--- config.mk ---
export PLATFORM = sky130hd
export DESIGN_NAME = pgc_top
export DESIGN_NICKNAME = d
export VERILOG_FILES = /design/src/rtl/pgc_pkg.sv /design/src/rtl/pgc_gate_bank.sv /design/src/rtl/pgc_mod_slot.sv /design/src/rtl/pgc_rd_port.sv /design/src/rtl/pgc_top.sv
export SDC_FILE = /design/constraint.sdc
export NUM_CORES = 1
export LEC_CHECK = 0
export ABC_AREA = 0
export ABC_CLOCK_PERIOD_IN_PS = 1500
export BUFFER_PORTS_ARGS = -buffer_cell sky130_fd_sc_hd__buf_2
export CORE_MARGIN = 2
export CORE_UTILIZATION = 55
export CTS_CLUSTER_DIAMETER = 60
export DETAILED_ROUTE_END_ITERATION = 7
export GPL_ROUTABILITY_DRIVEN = 0
export PLACE_DENSITY_LB_ADDON = 0.08
export SETUP_SLACK_MARGIN = 0.4
export SYNTH_ARGS = -nofsm -noshare
export SYNTH_HDL_FRONTEND = slang
export SYNTH_SLANG_ARGS = --single-unit
export TNS_END_PERCENT = 100
--- constraint.sdc ---
create_clock -name clk -period 1.5 [get_ports clk]
set_input_delay 0.45 -clock clk [delete_from_list [all_inputs] [get_ports clk]]
set_output_delay 0.45 -clock clk [all_outputs]
set_load 0.01 [all_outputs]
--- src/rtl/pgc_pkg.sv ---
package pgc_pkg;
    // Fixed register word map
    localparam int BANK_DIS_ADDR = 0;   // bit i: module i clock disable
    localparam int BANK_IDL_ADDR = 1;   // bit i: module i disable while idle
    localparam int MOD_BASE      = 2;   // word MOD_BASE+i: module i control
    localparam int FN_EN_BIT     = 0;   // functional enable inside control word
endpackage

--- src/rtl/pgc_gate_bank.sv ---
module pgc_gate_bank
    import pgc_pkg::*;
#(
    parameter int NUM_MOD = 4,
    parameter int ADDR_W  = 4,
    parameter int DATA_W  = 8
) (
    input  logic               clk,
    input  logic               rst_n,
    input  logic               wr,
    input  logic [ADDR_W-1:0]  addr,
    input  logic [DATA_W-1:0]  wdata,
    output logic [NUM_MOD-1:0] dis_o,
    output logic [NUM_MOD-1:0] idis_o
);
    typedef struct packed {
        logic [NUM_MOD-1:0] dis;
        logic [NUM_MOD-1:0] idis;
    } bank_t;

    bank_t st_d, st_q;

    // The bank has no gating of its own: writes always land
    always_comb begin
        st_d = st_q;
        if (wr && addr == ADDR_W'(BANK_DIS_ADDR)) st_d.dis  = wdata[NUM_MOD-1:0];
        if (wr && addr == ADDR_W'(BANK_IDL_ADDR)) st_d.idis = wdata[NUM_MOD-1:0];
    end

    always_ff @(posedge clk or negedge rst_n) begin
        if (!rst_n) st_q <= '0;
        else        st_q <= st_d;
    end

    assign dis_o  = st_q.dis;
    assign idis_o = st_q.idis;
endmodule

--- src/rtl/pgc_mod_slot.sv ---
module pgc_mod_slot
    import pgc_pkg::*;
#(
    parameter int DATA_W = 8,
    parameter bit HAS_EN = 1'b1
) (
    input  logic              clk,
    input  logic              rst_n,
    input  logic              wr_hit,
    input  logic              clk_en,
    input  logic [DATA_W-1:0] wdata,
    output logic [DATA_W-1:0] ctrl_o,
    output logic              fn_en_o
);
    localparam logic [DATA_W-1:0] EN_BIT    = DATA_W'(1) << FN_EN_BIT;
    localparam logic [DATA_W-1:0] IMPL_MASK = HAS_EN ? '1 : ~EN_BIT;

    typedef struct packed {
        logic [DATA_W-1:0] ctrl;
    } slot_t;

    slot_t st_d, st_q;

    // A gated module has no clock, so its register cannot take a write
    always_comb begin
        st_d = st_q;
        if (wr_hit && clk_en) st_d.ctrl = wdata & IMPL_MASK;
    end

    always_ff @(posedge clk or negedge rst_n) begin
        if (!rst_n) st_q <= '0;
        else        st_q <= st_d;
    end

    assign ctrl_o = st_q.ctrl;

    generate
        if (HAS_EN) begin : g_en
            assign fn_en_o = clk_en & st_q.ctrl[FN_EN_BIT];
        end else begin : g_noen
            assign fn_en_o = clk_en;
        end
    endgenerate
endmodule

--- src/rtl/pgc_rd_port.sv ---
module pgc_rd_port
    import pgc_pkg::*;
#(
    parameter int NUM_MOD = 4,
    parameter int ADDR_W  = 4,
    parameter int DATA_W  = 8
) (
    input  logic                      clk,
    input  logic                      rst_n,
    input  logic                      rd,
    input  logic [ADDR_W-1:0]         addr,
    input  logic [NUM_MOD-1:0]        dis,
    input  logic [NUM_MOD-1:0]        idis,
    input  logic [NUM_MOD*DATA_W-1:0] ctrl_flat,
    input  logic [NUM_MOD-1:0]        acc_ok,
    output logic [DATA_W-1:0]         rdata,
    output logic                      rinval
);
    typedef struct packed {
        logic [DATA_W-1:0] data;
        logic              inval;
    } rd_t;

    rd_t st_d, st_q;
    logic [DATA_W-1:0] sel_val;
    logic              sel_gated;

    always_comb begin
        sel_val   = '0;
        sel_gated = 1'b0;
        if (addr == ADDR_W'(BANK_DIS_ADDR)) sel_val = DATA_W'(dis);
        if (addr == ADDR_W'(BANK_IDL_ADDR)) sel_val = DATA_W'(idis);
        for (int i = 0; i < NUM_MOD; i++) begin
            if (addr == ADDR_W'(MOD_BASE + i)) begin
                sel_val   = ctrl_flat[i*DATA_W +: DATA_W];
                sel_gated = ~acc_ok[i];
            end
        end
        st_d.data  = (rd && !sel_gated) ? sel_val : '0;
        st_d.inval = rd && sel_gated;
    end

    always_ff @(posedge clk or negedge rst_n) begin
        if (!rst_n) st_q <= '0;
        else        st_q <= st_d;
    end

    assign rdata  = st_q.data;
    assign rinval = st_q.inval;
endmodule

--- src/rtl/pgc_top.sv ---
module pgc_top
    import pgc_pkg::*;
#(
    parameter int                 NUM_MOD = 4,
    parameter int                 ADDR_W  = 4,
    parameter int                 DATA_W  = 8,
    parameter logic [NUM_MOD-1:0] HAS_EN  = 4'b0111
) (
    input  logic               clk,
    input  logic               rst_n,
    input  logic               idle,
    input  logic [ADDR_W-1:0]  bus_addr,
    input  logic               bus_wr,
    input  logic               bus_rd,
    input  logic [DATA_W-1:0]  bus_wdata,
    output logic [DATA_W-1:0]  bus_rdata,
    output logic               bus_rinval,
    output logic [NUM_MOD-1:0] clk_en,
    output logic [NUM_MOD-1:0] fn_en,
    output logic [NUM_MOD-1:0] acc_ok
);
    localparam int CTRL_W = NUM_MOD * DATA_W;

    logic [NUM_MOD-1:0] dis, idis;
    logic [CTRL_W-1:0]  ctrl_flat;

    pgc_gate_bank #(.NUM_MOD(NUM_MOD), .ADDR_W(ADDR_W), .DATA_W(DATA_W)) u_bank (
        .clk    (clk),
        .rst_n  (rst_n),
        .wr     (bus_wr),
        .addr   (bus_addr),
        .wdata  (bus_wdata),
        .dis_o  (dis),
        .idis_o (idis)
    );

    // Strong disable wins; idle disable applies only while idle is high
    always_comb begin
        clk_en = ~dis & ~(idis & {NUM_MOD{idle}});
        acc_ok = clk_en;
    end

    generate
        for (genvar i = 0; i < NUM_MOD; i++) begin : g_slot
            pgc_mod_slot #(.DATA_W(DATA_W), .HAS_EN(HAS_EN[i])) u_slot (
                .clk     (clk),
                .rst_n   (rst_n),
                .wr_hit  (bus_wr && bus_addr == ADDR_W'(MOD_BASE + i)),
                .clk_en  (clk_en[i]),
                .wdata   (bus_wdata),
                .ctrl_o  (ctrl_flat[i*DATA_W +: DATA_W]),
                .fn_en_o (fn_en[i])
            );
        end
    endgenerate

    pgc_rd_port #(.NUM_MOD(NUM_MOD), .ADDR_W(ADDR_W), .DATA_W(DATA_W)) u_rd (
        .clk       (clk),
        .rst_n     (rst_n),
        .rd        (bus_rd),
        .addr      (bus_addr),
        .dis       (dis),
        .idis      (idis),
        .ctrl_flat (ctrl_flat),
        .acc_ok    (acc_ok),
        .rdata     (bus_rdata),
        .rinval    (bus_rinval)
    );
endmodule

# == After elaboration in Yosys (flattened, before gate mapping) ==
# Index checks and enable logic that the tools add are counted.
# word_totals
reg_bits,48
latch_bits,0
ram_bits,0
romBits,0
word_cells,49
mem_count,0
# classes
add_sub_neg,0
n_mul,0
div_mod_pow,0
n_lt_le_gt_ge,0
eq_ne,5
shift,0
muxes,11
n_bitwise,11
n_reduce_logical,14
# ops
cell,n
8-bit two-way mux,6
1-bit logical AND,12
4-bit bitwise AND,2
"4-bit by 2-bit == test with 1-bit output, second input constant",2
"4-bit by 3-bit == test with 1-bit output, second input constant",2
4-bit NOT,2
"4-bit by 1-bit == test with 1-bit output, second input constant",1
4-bit zero test,1
1-bit two-way mux,4
4-bit two-way mux,1
1-bit NOT,4
1-bit bitwise AND,3
1-bit zero test,1

# == Logic depth before layout (Yosys ltp) ==
# depth
depth_word,11
mapped_depth,7

# == Cells and area by module ==
# Synthesis repeated with hierarchy kept, for this count alone.
# hier_totals
cells_unflattened,181
area_unflattened_um2,2368.5
# modules_own_cells
module,instances,cells_per_inst,area_per_inst_um2,seq_area_each_um2
pgc_mod_slot (g_slot[0].u_slot ...),3,18,304.0,200.2
pgc_rd_port,1,77,738.2,225.2
pgc_gate_bank,1,19,317.8,200.2
pgc_mod_slot (g_slot[3].u_slot),1,18,279.0,175.2
pgc_top,1,13,121.4,0.0

# == Least setup slack after synthesis ==
# OpenSTA, ideal clock, no wires.
# synth_timing
path_type,input-to-reg
startpoint,input port bus_addr[0]
endpoint,"register u_rd.st_q, in the netlist u_rd.rdata[6]"
arrival_ns,1.488
t_required_ns,1.420
slack_ns,-0.068
cell_stages,6
path_cell_list,buf_4 -> buf_6 -> nor3b_2 -> a22oi_1 -> or2_2 -> a21oi_1
# synth_lines
element,line,text
start: declaration,pgc_top.sv:12,"input logic [ADDR_W-1:0] bus_addr,"
end signal: assignment,pgc_rd_port.sv:45,else st_q <= st_d;
end: declaration,pgc_rd_port.sv:24,"rd_t st_d, st_q;"

# == Final worst setup path ==
# layout_timing
startpoint,"register u_bank.st_q, in the netlist u_bank.idis_o[0]"
endpoint,output port fn_en[0]
# layout_between
elab_chain_cells,4
# layout_rtl
element,line,text
start: declaration,pgc_gate_bank.sv:21,"bank_t st_d, st_q;"
start signal: assignment,pgc_gate_bank.sv:32,else st_q <= st_d;
4-bit bitwise AND,pgc_top.sv:39,clk_en = ~dis & ~(idis & {NUM_MOD{idle}});
4-bit NOT,pgc_top.sv:39,
4-bit bitwise AND,pgc_top.sv:39,
1-bit bitwise AND,pgc_mod_slot.sv:39,assign fn_en_o = clk_en & st_q.ctrl[FN_EN_BIT];
end: declaration,pgc_top.sv:19,"output logic [NUM_MOD-1:0] fn_en,"
# No other way between the ends.

==> results.sh <==
export IMPL_async_reset_ff_frac=1.000
export IMPL_relSlewSlack=0.7681
export IMPL_end_kind="output port"
export IMPL_dp_cells=291
export IMPL_violations="setup timing"
export IMPL_reg2reg_setup_slack_ps=-150
export IMPL_final_nets=287
export IMPL_clock_latency_ps=320
export IMPL_seq_area_frac_synth=0.5053
export IMPL_synthTopCellsByArea="dfrtp_1, mux2_2, buf_4"
export IMPL_dr_pass1_iters=4
export IMPL_dieHeight_um=69.75
export IMPL_cp_slowest_cell="dfrtp_2"
export IMPL_max_clock_freq_ghz=0.5777
export IMPL_tns_ps=-3572
export IMPL_antenna_left=0
export IMPL_grt_pass1_wl_um=10830
export IMPL_synth_main_ff_cell="dfrtp_1"
export IMPL_ff2ff_path_depth=6
export IMPL_p_int_w=0.002824
export IMPL_stdcell_count=321
export IMPL_initial_core_util=0.5818
export IMPL_p_comb_frac=0.359
export IMPL_swShare=0.3088
export IMPL_fin_crit_ps=1731
export IMPL_synth_most_common_cell="dfrtp_1"
export IMPL_avgSynthCellArea_um2=12.51
export IMPL_cts_sinks=48
export IMPL_slowest_delay_ps=460
export IMPL_grt_pass1_vias=2037
export IMPL_synth_commonest_cells="dfrtp_1, mux2_2, buf_4"
export IMPL_ir_drop_mv=0.8519
export IMPL_synth_edf_count=0
export IMPL_ys_seq_elements=48
export IMPL_vias=1981
export IMPL_antenna_found_initial=0
export IMPL_drc=0
export IMPL_hold_worst_slack_ps=15.90
export IMPL_ys_types=36
export IMPL_critPathLaunchType="register"
export IMPL_yosysTopAreaCellShare=0.5053
export IMPL_coreArea_mm2=0.004086
export IMPL_die_w_um=69.75
export IMPL_seqPwrFrac=0.427
export IMPL_numPortBuffers=37
export IMPL_dp_hpwl_um=4072
export IMPL_fin_ws_ps=-230.9
export IMPL_slew_viol_final=0
export IMPL_r2r_end="g_slot[1].u_slot.ctrl_o[2]"
export IMPL_num_rows=23
export IMPL_yosys_area_top_type="dfrtp_1"
export IMPL_grt_overflow=0
export IMPL_path_cells="a21oi_4 -> and2_1 -> buf_2"
export IMPL_p_leak_nw=1.724
export IMPL_syn_area_mm2=0.002377
export IMPL_cts_inserted_buffers=5
export IMPL_final_setup_skew_ps=6.590
export IMPL_cts_hold_buf=0
export IMPL_drive_above_1_share=0.6642
export IMPL_path_max_fanout=3
export IMPL_hp_class="primary input to asynchronous set/reset pin"
export IMPL_first_iter_violations=186
export IMPL_timing_hold_violations_final=0
export IMPL_routedWlPerCell_um=23.33
export IMPL_cts_tree="yes"
export IMPL_synthesis_nets=207
export IMPL_r2r_start="u_bank.idis_o[1]"
export IMPL_antennaDiodeCount=0
export IMPL_max_clock_path_buffers=2
export IMPL_finalCritPeriodShare=1.154
export IMPL_worst_pin_slew_ps=347.9
export IMPL_syn_inst=190
export IMPL_grt_use_total=0.2963
export IMPL_drv_cap=0
export IMPL_via_per_inst=6.171
export IMPL_required_ps=1050
export IMPL_setup_viol=36
export IMPL_p_clk_frac=0.213
export IMPL_powerDensity_mw_per_mm2=1169
export IMPL_syn2layout_area_growth_pct=47.05
export IMPL_cts_max_level=2
export IMPL_grt_max_degree=36
export IMPL_switchingPower_w=0.001262
export IMPL_io_pins=38
export IMPL_die_area_mm2=0.004864
export IMPL_worstPathArrival_ps=1280
export IMPL_clkTransAtPathRegs_ps=100
export IMPL_cts_root_buf="clkbuf_8"
export IMPL_totalWireLength_um=7490
export IMPL_detailedPlace_worstSlack_ps=-316.6
export IMPL_rsz0062_at_grt="yes"
export IMPL_yosys_warnings=0
export IMPL_path_class="register to output port"
export IMPL_outcome="complete, but fails checks"
## logic make-up (layout without fill, tap and decap cells)
family | after synthesis | after routing | synth area share
AND/OR/NAND/NOR | 46 | 46 | 0.1205
AO/OA/AOI/OAI | 28 | 28 | 0.08526
flip-flops | 48 | 48 | 0.5053
multiplexers | 48 | 48 | 0.2316
buffers and inverters | 20 | 101 | 0.05737
## placed cells by master (no fill, tap or decap), drive strengths merged, types with 4 or more instances in the layout
| master | n |
|---|---|
| and2 | 5 |
| nor2 | 7 |
| a21oi | 9 |
| nand2 | 11 |
| or2 | 4 |
| a22oi | 6 |
| clkbuf | 6 |
| nand3 | 4 |
| mux2 | 46 |
| dfrtp | 48 |
| buf | 91 |
## final cells by class
type | count | area [µm²]
Timing Repair Buffer | 91 | 758.2
Clock buffer | 6 | 82.58
Inverter | 2 | 7.507
Clock inverter | 2 | 13.76
Sequential cell | 48 | 1205
Multi-Input combinational cell | 122 | 1366
Fill cell | 201 | 590.6
Tap cell | 50 | 62.56
## repair_timing
action                     4_1_cts  5_1_grt
buffers inserted                15        7
setup endpoints to repair       69       69
resized for setup               73       12
hold endpoints to repair         0        0
pin swaps                       11       11
## state kept, by name, summed over array words and instances (netlist names)
signal	cells
u_bank.idis_o	4
u_rd.rdata	8
u_rd.rinval	1
g_slot.u_slot.ctrl_o	31
u_bank.dis_o	4
## how the worst max path moves through the flow
stage / startpoint / endpoint / slack (ps) / cells after the start
after floorplan: bus_addr[1] / g_slot[3].u_slot.ctrl_o[1] / -20 / 4
after global placement: bus_addr[2] / g_slot[1].u_slot.ctrl_o[3] / -270 / 6
after detailed placement: bus_addr[2] / g_slot[1].u_slot.ctrl_o[7] / -320 / 6
after CTS: u_bank.idis_o[2] / fn_en[2] / -150 / 3
after global routing: u_bank.dis_o[0] / fn_en[0] / -260 / 3
final: u_bank.idis_o[0] / fn_en[0] / -230 / 3
## power groups by stage
| stage | registers [W] | logic (W) | clock network, W |
|---|---|---|---|
| after detailed placement | 0.00176 | 0.000898 | 0 |
| final | 0.00175 | 0.00147 | 0.000871 |
| after floorplan | 0.00170 | 0.000742 | 0 |
| after global routing | 0.00177 | 0.00153 | 0.000921 |
| after CTS | 0.00173 | 0.00127 | 0.000859 |
| after global placement | 0.00174 | 0.000863 | 0 |
## critical path, delay by kind of cell, from the launching register on
kind            cells  cell delay, ps
compound gates      1             190
simple gates        1             160
flops               1             460
buf+inv             1             140
## routing by layer
layer	GRT usage	up-vias	wire length [µm]
met1	0.3712	1025	2927
met2	0.4797	91	3848
met4	0.1432	0	325
li1	-	835	-
met5	0	-	0
met3	0.07558	30	389
## per-stage QoR
stage	power [W]	cell area [µm²]	utilization
finish	0.004085	3496	0.8555
global route	0.004218	3496	0.8555
CTS	0.003852	3385	0.8282
detailed placement	0.002660	2893	0.7079
global placement	0.002603	2893	0.7079
floorplan	0.002445	2580	-
No activity file was read; power rests on OpenSTA's default activity.
